<file path="config.mk">
export PLATFORM = sky130hd
export DESIGN_NAME = seg_xlate
export DESIGN_NICKNAME = d
export VERILOG_FILES = /design/src/rtl/seg_xlate.sv
export SDC_FILE = /design/constraint.sdc
export NUM_CORES = 1
export LEC_CHECK = 0
export BUFFER_PORTS_ARGS = -buffer_cell sky130_fd_sc_hd__buf_2
export CORE_AREA = 2 2 222 224
export CTS_CLUSTER_SIZE = 25
export DETAILED_ROUTE_END_ITERATION = 8
export DIE_AREA = 0 0 224 226
export GPL_ROUTABILITY_DRIVEN = 1
export GPL_TIMING_DRIVEN = 0
export PLACE_DENSITY = 0.47
export SLEW_MARGIN = 10
export SYNTH_ARGS = -nofsm -noshare
export SYNTH_HDL_FRONTEND = slang
export SYNTH_SLANG_ARGS = --single-unit
</file>
<file path="constraint.sdc">
create_clock -name clk -period 4 [get_ports clk]
set_input_delay 1 -clock clk [delete_from_list [all_inputs] [get_ports clk]]
set_output_delay 1 -clock clk [all_outputs]
set_load 0.05 [all_outputs]
</file>
<file path="src/rtl/seg_xlate.sv">
module seg_xlate #(
  parameter int NSEG = 4
) (
  input  logic        clk,
  input  logic        rst_n,
  input  logic [23:0] gdt_base,
  input  logic [23:0] ldt_base,
  input  logic [1:0]  cpl,
  input  logic        ld_valid,
  input  logic [1:0]  ld_seg,
  input  logic [15:0] ld_sel,
  input  logic        acc_valid,
  input  logic [1:0]  acc_seg,
  input  logic [15:0] acc_off,
  output logic        busy,
  output logic        out_valid,
  output logic [23:0] out_addr,
  output logic        flt_null,
  output logic        flt_priv,
  output logic        flt_limit,
  output logic        dmem_req,
  output logic [23:0] dmem_addr,
  input  logic [15:0] dmem_rdata
);
  localparam int AW    = 24;
  localparam int NWORD = 4;
  localparam int CW    = $clog2(NWORD + 1);

  logic [AW-1:0] sh_base [NSEG];
  logic [15:0]   sh_lim  [NSEG];
  logic [1:0]    sh_ring [NSEG];
  logic [1:0]    sh_rpl  [NSEG];
  logic [NSEG-1:0] sh_null;

  logic          fetching;
  logic [CW-1:0] cnt;
  logic [1:0]    tgt_seg, tgt_rpl;
  logic [AW-1:0] tbl_addr;
  logic [15:0]   w0, w1;
  logic [9:0]    w2;

  logic [1:0] eff_pl;
  logic       ld_null, a_priv, a_lim;

  assign busy      = fetching;
  assign dmem_req  = fetching && (cnt < CW'(NWORD));
  assign dmem_addr = tbl_addr + AW'({cnt[1:0], 1'b0});

  assign ld_null = (ld_sel[15:2] == 14'd0);
  assign eff_pl  = (cpl > sh_rpl[acc_seg]) ? cpl : sh_rpl[acc_seg];
  assign a_priv  = eff_pl > sh_ring[acc_seg];
  assign a_lim   = acc_off > sh_lim[acc_seg];

  always_ff @(posedge clk) begin
    if (!rst_n) begin
      fetching  <= 1'b0;
      cnt       <= '0;
      tgt_seg   <= '0;
      tgt_rpl   <= '0;
      tbl_addr  <= '0;
      w0        <= '0;
      w1        <= '0;
      w2        <= '0;
      sh_null   <= '1;
      out_valid <= 1'b0;
      out_addr  <= '0;
      flt_null  <= 1'b0;
      flt_priv  <= 1'b0;
      flt_limit <= 1'b0;
      for (int i = 0; i < NSEG; i++) begin
        sh_base[i] <= '0;
        sh_lim[i]  <= '0;
        sh_ring[i] <= '0;
        sh_rpl[i]  <= '0;
      end
    end else begin
      out_valid <= 1'b0;
      flt_null  <= 1'b0;
      flt_priv  <= 1'b0;
      flt_limit <= 1'b0;
      if (!fetching) begin
        if (acc_valid) begin
          if (sh_null[acc_seg])  flt_null  <= 1'b1;
          else if (a_priv)       flt_priv  <= 1'b1;
          else if (a_lim)        flt_limit <= 1'b1;
          else begin
            out_valid <= 1'b1;
            out_addr  <= sh_base[acc_seg] + AW'(acc_off);
          end
        end
        if (ld_valid) begin
          if (ld_null) begin
            sh_null[ld_seg] <= 1'b1;
            sh_rpl[ld_seg]  <= ld_sel[1:0];
          end else begin
            fetching <= 1'b1;
            cnt      <= '0;
            tgt_seg  <= ld_seg;
            tgt_rpl  <= ld_sel[1:0];
            tbl_addr <= (ld_sel[2] ? ldt_base : gdt_base) + AW'({ld_sel[15:3], 3'b000});
          end
        end
      end else begin
        cnt <= cnt + 1'b1;
        case (cnt)
          CW'(1): w0 <= dmem_rdata;
          CW'(2): w1 <= dmem_rdata;
          CW'(3): w2 <= dmem_rdata[9:0];
          CW'(4): begin
            fetching         <= 1'b0;
            sh_lim[tgt_seg]  <= w0;
            sh_base[tgt_seg] <= {w2[7:0], w1};
            sh_ring[tgt_seg] <= w2[9:8];
            sh_rpl[tgt_seg]  <= tgt_rpl;
            sh_null[tgt_seg] <= 1'b0;
          end
          default: ;
        endcase
      end
    end
  end
endmodule

</file>
=== Word level (Yosys, flattened, before mapping) ===
Memories as Yosys holds them, arrays and structs flattened.
Cells that the tools add are included.

* Bits in registers: 106
* Bits in writable memories: 176
* Input bits: 106
* Output and inout port bits: 54
* Memories: 4

* Add/sub/neg operators: 4
* $lt $le $gt $ge: 9
* Eq/ne operators: 6
* Mux-type cells: 48
* Bitwise operators: 10
* Reduce and logical (&&, ||, !) cells: 21

{| class="wikitable"
|+ Memory list
! memory !! words !! bits a word !! read ports !! clocked after Yosys merged registers in !! wr ports !! line !! text
|-
| sh_base || 4 || 24 || 1 || 0 || 4 || 29 || <nowiki>logic [AW-1:0] sh_base [NSEG];</nowiki>
|-
| sh_lim || 4 || 16 || 1 || 0 || 4 || 30 || <nowiki>logic [15:0] sh_lim [NSEG];</nowiki>
|-
| sh_ring || 4 || 2 || 1 || 0 || 4 || 31 || <nowiki>logic [1:0] sh_ring [NSEG];</nowiki>
|-
| sh_rpl || 4 || 2 || 1 || 0 || 4 || 32 || <nowiki>logic [1:0] sh_rpl [NSEG];</nowiki>
|}

{| class="wikitable"
|+ Operators with widths
! operator !! number
|-
| 24-bit by 16-bit adder with 24-bit output || 2
|-
| 24-bit two-way mux || 2
|-
| 1-bit two-way mux || 26
|-
| 24-bit by 3-bit adder with 24-bit output || 1
|-
| 24-bit OR reduction || 1
|-
| 2-bit two-way mux || 9
|-
| 16-bit > comparator || 1
|-
| 16-bit two-way mux || 1
|-
| 4-bit two-way mux || 4
|-
| 16-bit OR reduction || 1
|-
| 14-bit zero test || 1
|-
| 2-bit by 3-bit less-than comparator with 1-bit output, second input constant || 3
|-
| 3-bit two-way mux || 3
|-
| 2-bit AND reduction || 4
|-
| 1-bit NOT || 7
|-
| 3-bit by 2-bit equality test with 1-bit output, second input constant || 2
|-
| 3-bit AND reduction || 2
|-
| 2-bit OR reduction || 3
|-
| 5-bit AND reduction || 1
|-
| 5-bit OR reduction || 1
|-
| 4-bit AND || 1
|-
| 1-bit demux with 2-bit select || 2
|-
| 2-bit by 1-bit greater-or-equal comparator with 1-bit output, second input constant || 2
|-
| 2-bit > comparator || 2
|-
| 13 further kinds || 16
|}

=== Depth between registers and ports, before layout ===
Gate-level depths: netlist (run 1).

* Depth in word-level cells: 9
* Depth in mapped cells: 16
* Depth with buffers taken out: 13

=== Least setup slack after synthesis (run 1) ===
OpenSTA, ideal clock, no wires.

* Path kind: reg-to-reg
* Start: register fetching, in the netlist busy
* End: memory sh_base[1][0] (enable)
* Setup time: 500 ps
* Data arrival time: 4038 ps
* Data required time: 3500 ps
* Setup slack: -537 ps
* Stages on the path, launching flop included: 3
* Path buffers: 0
* Period minus slack after synthesis: 4537 ps
* Path through: dfxtp_1 -> nand3_1 -> o21ai_0

{| class="wikitable"
|+ RTL lines
! what !! line !! text
|-
| from (decl) || 35 || <nowiki>logic fetching;</nowiki>
|-
| from (signal assigned) || 56 || <nowiki>fetching <= 1'b0;</nowiki>
|-
| from (signal assigned) || 96 || <nowiki>fetching <= 1'b1;</nowiki>
|-
| from (signal assigned) || 110 || <nowiki>fetching <= 1'b0;</nowiki>
|-
| to (decl) || 29 ||
|}

=== Final worst setup path (run 1) ===
* Start: input port acc_seg[1]
* End: register out_addr[17]

* Word-level cells in the longest chain between the ends: 6

{| class="wikitable"
|+ Ends and longest elaborated chain
! what !! line !! text
|-
| from (decl) || 13 || <nowiki>input logic [1:0] acc_seg,</nowiki>
|-
| branches (longest 6 deep; another with memory 4 x 16 bit) || -- ||
|-
| to (signal assigned) || 88 || <nowiki>out_addr <= sh_base[acc_seg] + AW'(acc_off);</nowiki>
|-
| to (decl) || 17 || <nowiki>output logic [23:0] out_addr,</nowiki>
|}

Several ways; the timed one is not identified. The select of a mux whose other input is x is not followed.
A chain may end at the register's enable or synchronous reset.

==> reports/results.tsv, run 1 <==
metric	value	unit
Crit path buffers/inverters	5	
number of synthesized flops with an enable pin	176	
reg2reg path depth	12	
Final Hold Viols	0	
Syn Std Cell Area	14400	µm²
CP arrival	4320	ps
vias in the first global route	10935	
top_reg_cell synth	edfxtp_1	
reg-to-reg slack, setup	650	ps
FMAX	0.263	GHz
reg-to-reg critical path startpoint	sh_rpl[2][0]	
slowest stage delay, CP	460	ps
Crit Path Class	in -> reg	
Final Instance Area	17200	µm²
CTS tree	done	
CTS H-tree depth	1	
worst path required time	4510	ps
area growth from synthesis to final layout	19.6	%
Worst Setup SP	acc_seg[1]	
post-synthesis sequential area ratio	51.5	%
clk sinks	282	
type of origin of the critical path	input port	
Ports	160	
cts bufs inserted	31	
Crit path max-delay family	buffers and inverters	
GP Congestion	0.826	
Setup-failing EPs final	0	
Max rail drop VDD	0.438	mV
LEAKAGE	6.88	nW
pin count of the biggest net entering global routing	43	
final hold slack	454	ps
HPWL Detailed	32700	µm
clock root buffer	clkbuf_16	
total track usage	17.2	%
Die H	226	µm
Ys Warns	0	
Post-DRT Antenna Nets	0	
status	finished clean	
Die X	224	µm
Power Density	414	nW/µm²
Post-synth ARST share	0	%
most frequent cells in the layout	nand2_1 (230), edfxtp_1 (176), nor2_1 (164)	
Filler Cell Count	4834	
Post-route DRC	0	
Starting Density	29.7	%
crit path to	out_addr[17]	
RSZ-0062 raised after global routing	no	
Initial DRT Pass Iterations	6	
class of the worst hold path	reg -> reg	
total wire length	43300	µm
Synth Register Bits	282	
share of layout cells above drive strength 1	20.4	%
clk_lat worst skew	590	ps
Crit. End Element	register	
Avg Cell Area, Syn	10.4	µm²
final setup margin	193	ps
first-pass GRT wire length	66000	µm
grt ovf	0	
routed via count	10947	
Core Area	48300	µm²
# Max-Cap Violations	0	
via/cell ratio	4.93	
initial antenna violation count	5	
Site Rows	81	
DR WL/cell	19.5	µm
Slew @ Worst Pin	933	ps
Die ar.	50600	µm²
peak fanout along the critical path	18	
Worst Clk Skew	19.4	ps
worst slack at placement	-1020	ps
Synth cell types	65	
cell area after placement	16100	µm²
commonest non-fill, non-tap cell in the layout	nand2_1	
Port Buf Inserts	156	
Final nets	1737	
Mapped Cells	1378	
cell mode on critical path	buf_6	
Final min period	3810	ps
Hold-fix buffers, CTS	0	
Reg-to-Reg End	out_addr[0]	
period utilization	95.2	%
Reg clk slew, reported paths	60	ps
Rel. slew slack	37.8	%
crit path max-delay cell type	or3_1	
First DRT Iteration DRCs	765	
Crit path depth	13	
Clock Tree Buf Depth	3	
Syn Nets	1544	
Slew Limit Fails	0	
CP cell instances	buf_2, clkbuf_4, mux4_2, inv_1, ha_1, a21oi_1, o21ai_0, a221oi_1, nor2_1, or3_1, buf_6, buf_6, a32oi_2	
layer usage:
layer,vias to the layer above,share of wire (%),GRT usage (%)
met2,211,46,28.4
met1,5344,47,23.5
met5,-,0.092,0
li1,5326,-,-
met3,60,4.4,2.86
met4,6,2.2,4.22
worst register-to-register path: stages, from the launching register on:
cell and delay, ps:
edfxtp_1 380, mux4_2 530, ha_1 300, inv_1 30, o22ai_1 180, mux2i_1 250, ha_1 170, nor2b_1 50
o21ai_2 220, nand2_1 120, or2_2 350, nor4_1 540, a21oi_1 80
registers in the layout (all words and copies together), names as in the netlist:
register and flops:
out_addr 24, flt_priv 1, tbl_addr 24, sh_lim 64
w0 16, sh_null 4, flt_limit 1, sh_rpl 8
w1 16, flt_null 1, tgt_rpl 2, sh_base 96
busy 1, cnt 3, w2 10, sh_ring 8
tgt_seg 2, out_valid 1
cells in the mapped netlist (3+ instances only):
cell type,number,area (µm²)
a22oi_1,10,75.1
nor2_1,165,619
nor4_1,9,56.3
and2_1,8,50.1
nor2b_1,11,68.8
a31oi_1,10,62.6
nand2_1,231,867
clkbuf_1,51,191
a22oi_2,13,163
mux2i_1,11,110
or3_1,7,43.8
dfxtp_1,106,2120
edfxtp_1,176,5290
ha_1,57,713
a21o_1,11,82.6
a21oi_1,101,505
o311ai_0,6,52.6
o22ai_1,4,25.0
and4_1,3,26.3
buf_6,4,45.0
xor2_1,12,105
and3_1,12,75.1
nand3_1,32,160
o211ai_1,17,128
nor3_1,16,80.1
mux4_2,44,991
nand4_1,10,62.6
mux2_2,17,191
or2_2,5,31.3
buf_1,5,18.8
fa_1,3,60.1
a32oi_2,4,65.1
a32oi_1,3,26.3
o21ai_0,28,140
a211oi_1,8,60.1
xnor2_1,31,272
nand2b_1,3,18.8
a211o_1,3,26.3
inv_1,87,327
buf_2,9,45.0
timing repair:
action	CTS	global route
endpoints found under the setup margin	29	29
buffers inserted	0	1
resized for setup	4	9
pin swaps	0	1
per-stage QoR:
stage,utilization (%),std cells,power (mW),setup TNS [ps]
after global placement,33.0,2156,4.31,-519270
after global routing,35.6,2218,7.38,0
after CTS,35.5,2218,7.19,0
after detailed placement,33.4,2162,4.32,-31340
after floorplan,-,1378,3.96,-67720
final,35.6,2220,7.12,0
power by group:
| part | total (mW) | internal [mW] | switching (mW) |
|---|---|---|---|
| registers | 3.22 | 3.17 | 0.0503 |
| logic | 1.04 | 0.372 | 0.670 |
| clock network | 2.86 | 1.64 | 1.21 |
| total | 7.12 | 5.19 | 1.93 |
worst min path at each step:
stage / start / to / slack (ps) / depth (start not counted)
2_1_floorplan: sh_null[3] / sh_null[3] / 430 / 2
3_3_place_gp: w0[7] / w0[7] / 440 / 2
3_5_place_dp: w0[8] / w0[8] / 450 / 2
4_1_cts: w0[8] / w0[8] / 460 / 2
5_1_grt: out_addr[9] / out_addr[9] / 470 / 2
6_report: tgt_rpl[1] / tgt_rpl[1] / 450 / 2
kinds of logic after synthesis:
kind of cell | count (synthesis) | synth area share (%)
AND/OR/NAND/NOR | 521 | 15.6
multiplexers | 73 | 9.18
buffers and inverters | 159 | 4.49
flip-flops | 282 | 51.5
AO/OA/AOI/OAI | 240 | 11.2
adder cells (fa/ha/maj) | 60 | 5.38
XOR/XNOR | 43 | 2.62
final cells by class:
cell class	instances	area [µm²]	share of cell area [%]
multi-input cells	937	6390	37.1
diodes	2	5.00	0.0291
plain buffers	68	327	1.90
flip-flops and latches	282	7410	43.1
clock inverters	10	67.6	0.393
clock buffers	48	956	5.56
well taps	622	778	4.53
repair buffers	163	938	5.46
inverters	88	330	1.92
(Power assumes the default switching activity.)
==> inputs of run 2 (changes only) <==
--- a/config.mk
+++ b/config.mk
@@ -13,6 +13,7 @@
 export GPL_ROUTABILITY_DRIVEN = 1
 export GPL_TIMING_DRIVEN = 0
 export PLACE_DENSITY = 0.47
+export RECOVER_POWER = 25
 export SLEW_MARGIN = 10
 export SYNTH_ARGS = -nofsm -noshare
 export SYNTH_HDL_FRONTEND = slang
==> reports/results.tsv, run 2 (synthesized netlist as in run 1, its figures left out) <==
metric	value	unit	change
Post-route DRC	0		unchanged
Port Buf Inserts	156		unchanged
Initial DRT Pass Iterations	5		was 6
Final nets	1737		unchanged
Slew @ Worst Pin	1630	ps	was 933 ps
Filler Cell Count	4841		was 4,834
area growth from synthesis to final layout	19.2	%	was 19.6%
initial antenna violation count	5		unchanged
Max rail drop VDD	0.438	mV	about the same
Ports	160		unchanged
Die X	224	µm	unchanged
Crit. End Element	register		unchanged
total wire length	43400	µm	was 43,300 µm
Reg area	7410	µm²	unchanged
DR WL/cell	19.6	µm	was 19.5 µm
RSZ-0062 raised after global routing	no		unchanged
First DRT Iteration DRCs	762		was 765
final core utilization	35.4	%	was 35.6%
number of flip-flops in the largest register	96		unchanged
largest register by flop count	sh_base		unchanged
pin count of the biggest net entering global routing	43		unchanged
status	finished with violations		was finished clean
Setup-failing EPs final	0		unchanged
worst path required time	4510	ps	about the same
multi-input logic area	6360	µm²	was 6390 µm²
CTS H-tree depth	1		unchanged
Clock Tree Buf Depth	3		unchanged
grt ovf	0		unchanged
clock root buffer	clkbuf_16		unchanged
Post-DRT Antenna Nets	0		unchanged
Slew Limit Fails	9		was 0
FMAX	0.262	GHz	was 0.263 GHz
final setup margin	185	ps	was 193 ps
vias in the first global route	10935		unchanged
type of origin of the critical path	input port		unchanged
largest registers	sh_base: 96 flops, sh_lim: 64 flops		unchanged
total track usage	17.2	%	unchanged
GP Congestion	0.826		unchanged
Die H	226	µm	unchanged
Power Density	415	nW/µm²	was 414 nW/µm²
Hold-fix buffers, CTS	0		unchanged
failing checks	max-capacitance violations, max-slew violations		
clk_lat worst skew	590	ps	about the same
CP arrival	4330	ps	was 4320 ps
Final Instance Area	17100	µm²	was 17,200 µm²
share of layout cells above drive strength 1	18.2	%	was 20.4%
cell area after placement	16100	µm²	unchanged
Core Area	48300	µm²	unchanged
Final min period	3820	ps	was 3810 ps
Worst Clk Skew	20.5	ps	was 19.4 ps
LEAKAGE	6.73	nW	was 6.88 nW
most frequent cells in the layout	nand2_1 (230), edfxtp_1 (176), nor2_1 (164)		unchanged
peak fanout along the critical path	18		unchanged
first-pass GRT wire length	66000	µm	unchanged
Sum Neg Setup Slack	0	ps	unchanged
worst slack at placement	-1020	ps	unchanged
# Max-Cap Violations	2		was 0
HPWL Detailed	32700	µm	unchanged
Reg clk slew, reported paths	60	ps	about the same
CTS tree	done		unchanged
cts bufs inserted	31		unchanged
Final Hold Viols	0		unchanged
via/cell ratio	4.94		was 4.93
class of the worst hold path	reg -> reg		unchanged
clk sinks	282		unchanged
Crit Path Class	in -> reg		unchanged
commonest non-fill, non-tap cell in the layout	nand2_1		unchanged
Starting Density	29.7	%	unchanged
routed via count	10969		was 10,947
Site Rows	81		unchanged
Die ar.	50600	µm²	unchanged
period utilization	95.4	%	was 95.2%
Rel. slew slack	-9.64	%	was 37.8%
[run 2: metal layers]
layer / wire length (µm) / vias to the layer above / GRT usage (%)
li1: - / 5323 / -
met1: 20400 / 5365 / 23.5
met2: 20100 / 218 / 28.4
met3: 2030 / 57 / 2.86
met4: 865 / 6 / 4.22
met5: 40 / - / 0
[run 2: stage by stage]
stage | std cells | power (mW) | hold WS (ps)
2_1_floorplan | 1378 | 3.96 | 433
3_3_place_gp | 2156 | 4.31 | 444
3_5_place_dp | 2162 | 4.32 | 447
4_1_cts | 2218 | 7.19 | 456
5_1_grt | 2218 | 7.38 | 473
6_report | 2220 | 7.12 | 453
[run 2: worst max-delay path: stages]
cell and delay [ps]:
buf_2 390, clkbuf_4 380, mux4_2 340, inv_1 90, ha_1 250, a21oi_1 160, o21ai_0 210, a221oi_1 380
nor2_1 180, or3_1 460, buf_6 160, buf_6 150, a32oi_2 160
[run 2: worst paths after layout]
kind,slack [ps],to,start,cells past startpoint
max,180,out_addr[17],acc_seg[1],13
min,450,tgt_rpl[1],tgt_rpl[1],2
max reg2reg,670,out_addr[0],sh_rpl[2][0],12
min reg2reg,450,tgt_rpl[1],tgt_rpl[1],2
[run 2: repair_timing]
item / in CTS / in global routing
endpoints found under the setup margin: 29 / 29
gates resized for setup: 4 / 9
pin swaps: 0 / 1
cloned: 0 / 0
buffers inserted: 0 / 1
[run 2: where the power goes]
group          switching (mW)  internal, mW
clock                    1.21          1.64
sequential             0.0502          3.17
combinational           0.670         0.370
[run 2: cell type report]
| type | count | area share [%] |
|---|---|---|
| sequential | 282 | 43.2 |
| clock buffer | 48 | 5.58 |
| inverter | 88 | 1.93 |
| clock inverter | 10 | 0.394 |
| buffer | 68 | 1.91 |
| timing repair buffer | 163 | 5.24 |
| antenna | 2 | 0.0292 |
| multi-input combinational | 937 | 37.1 |
| tap | 622 | 4.54 |
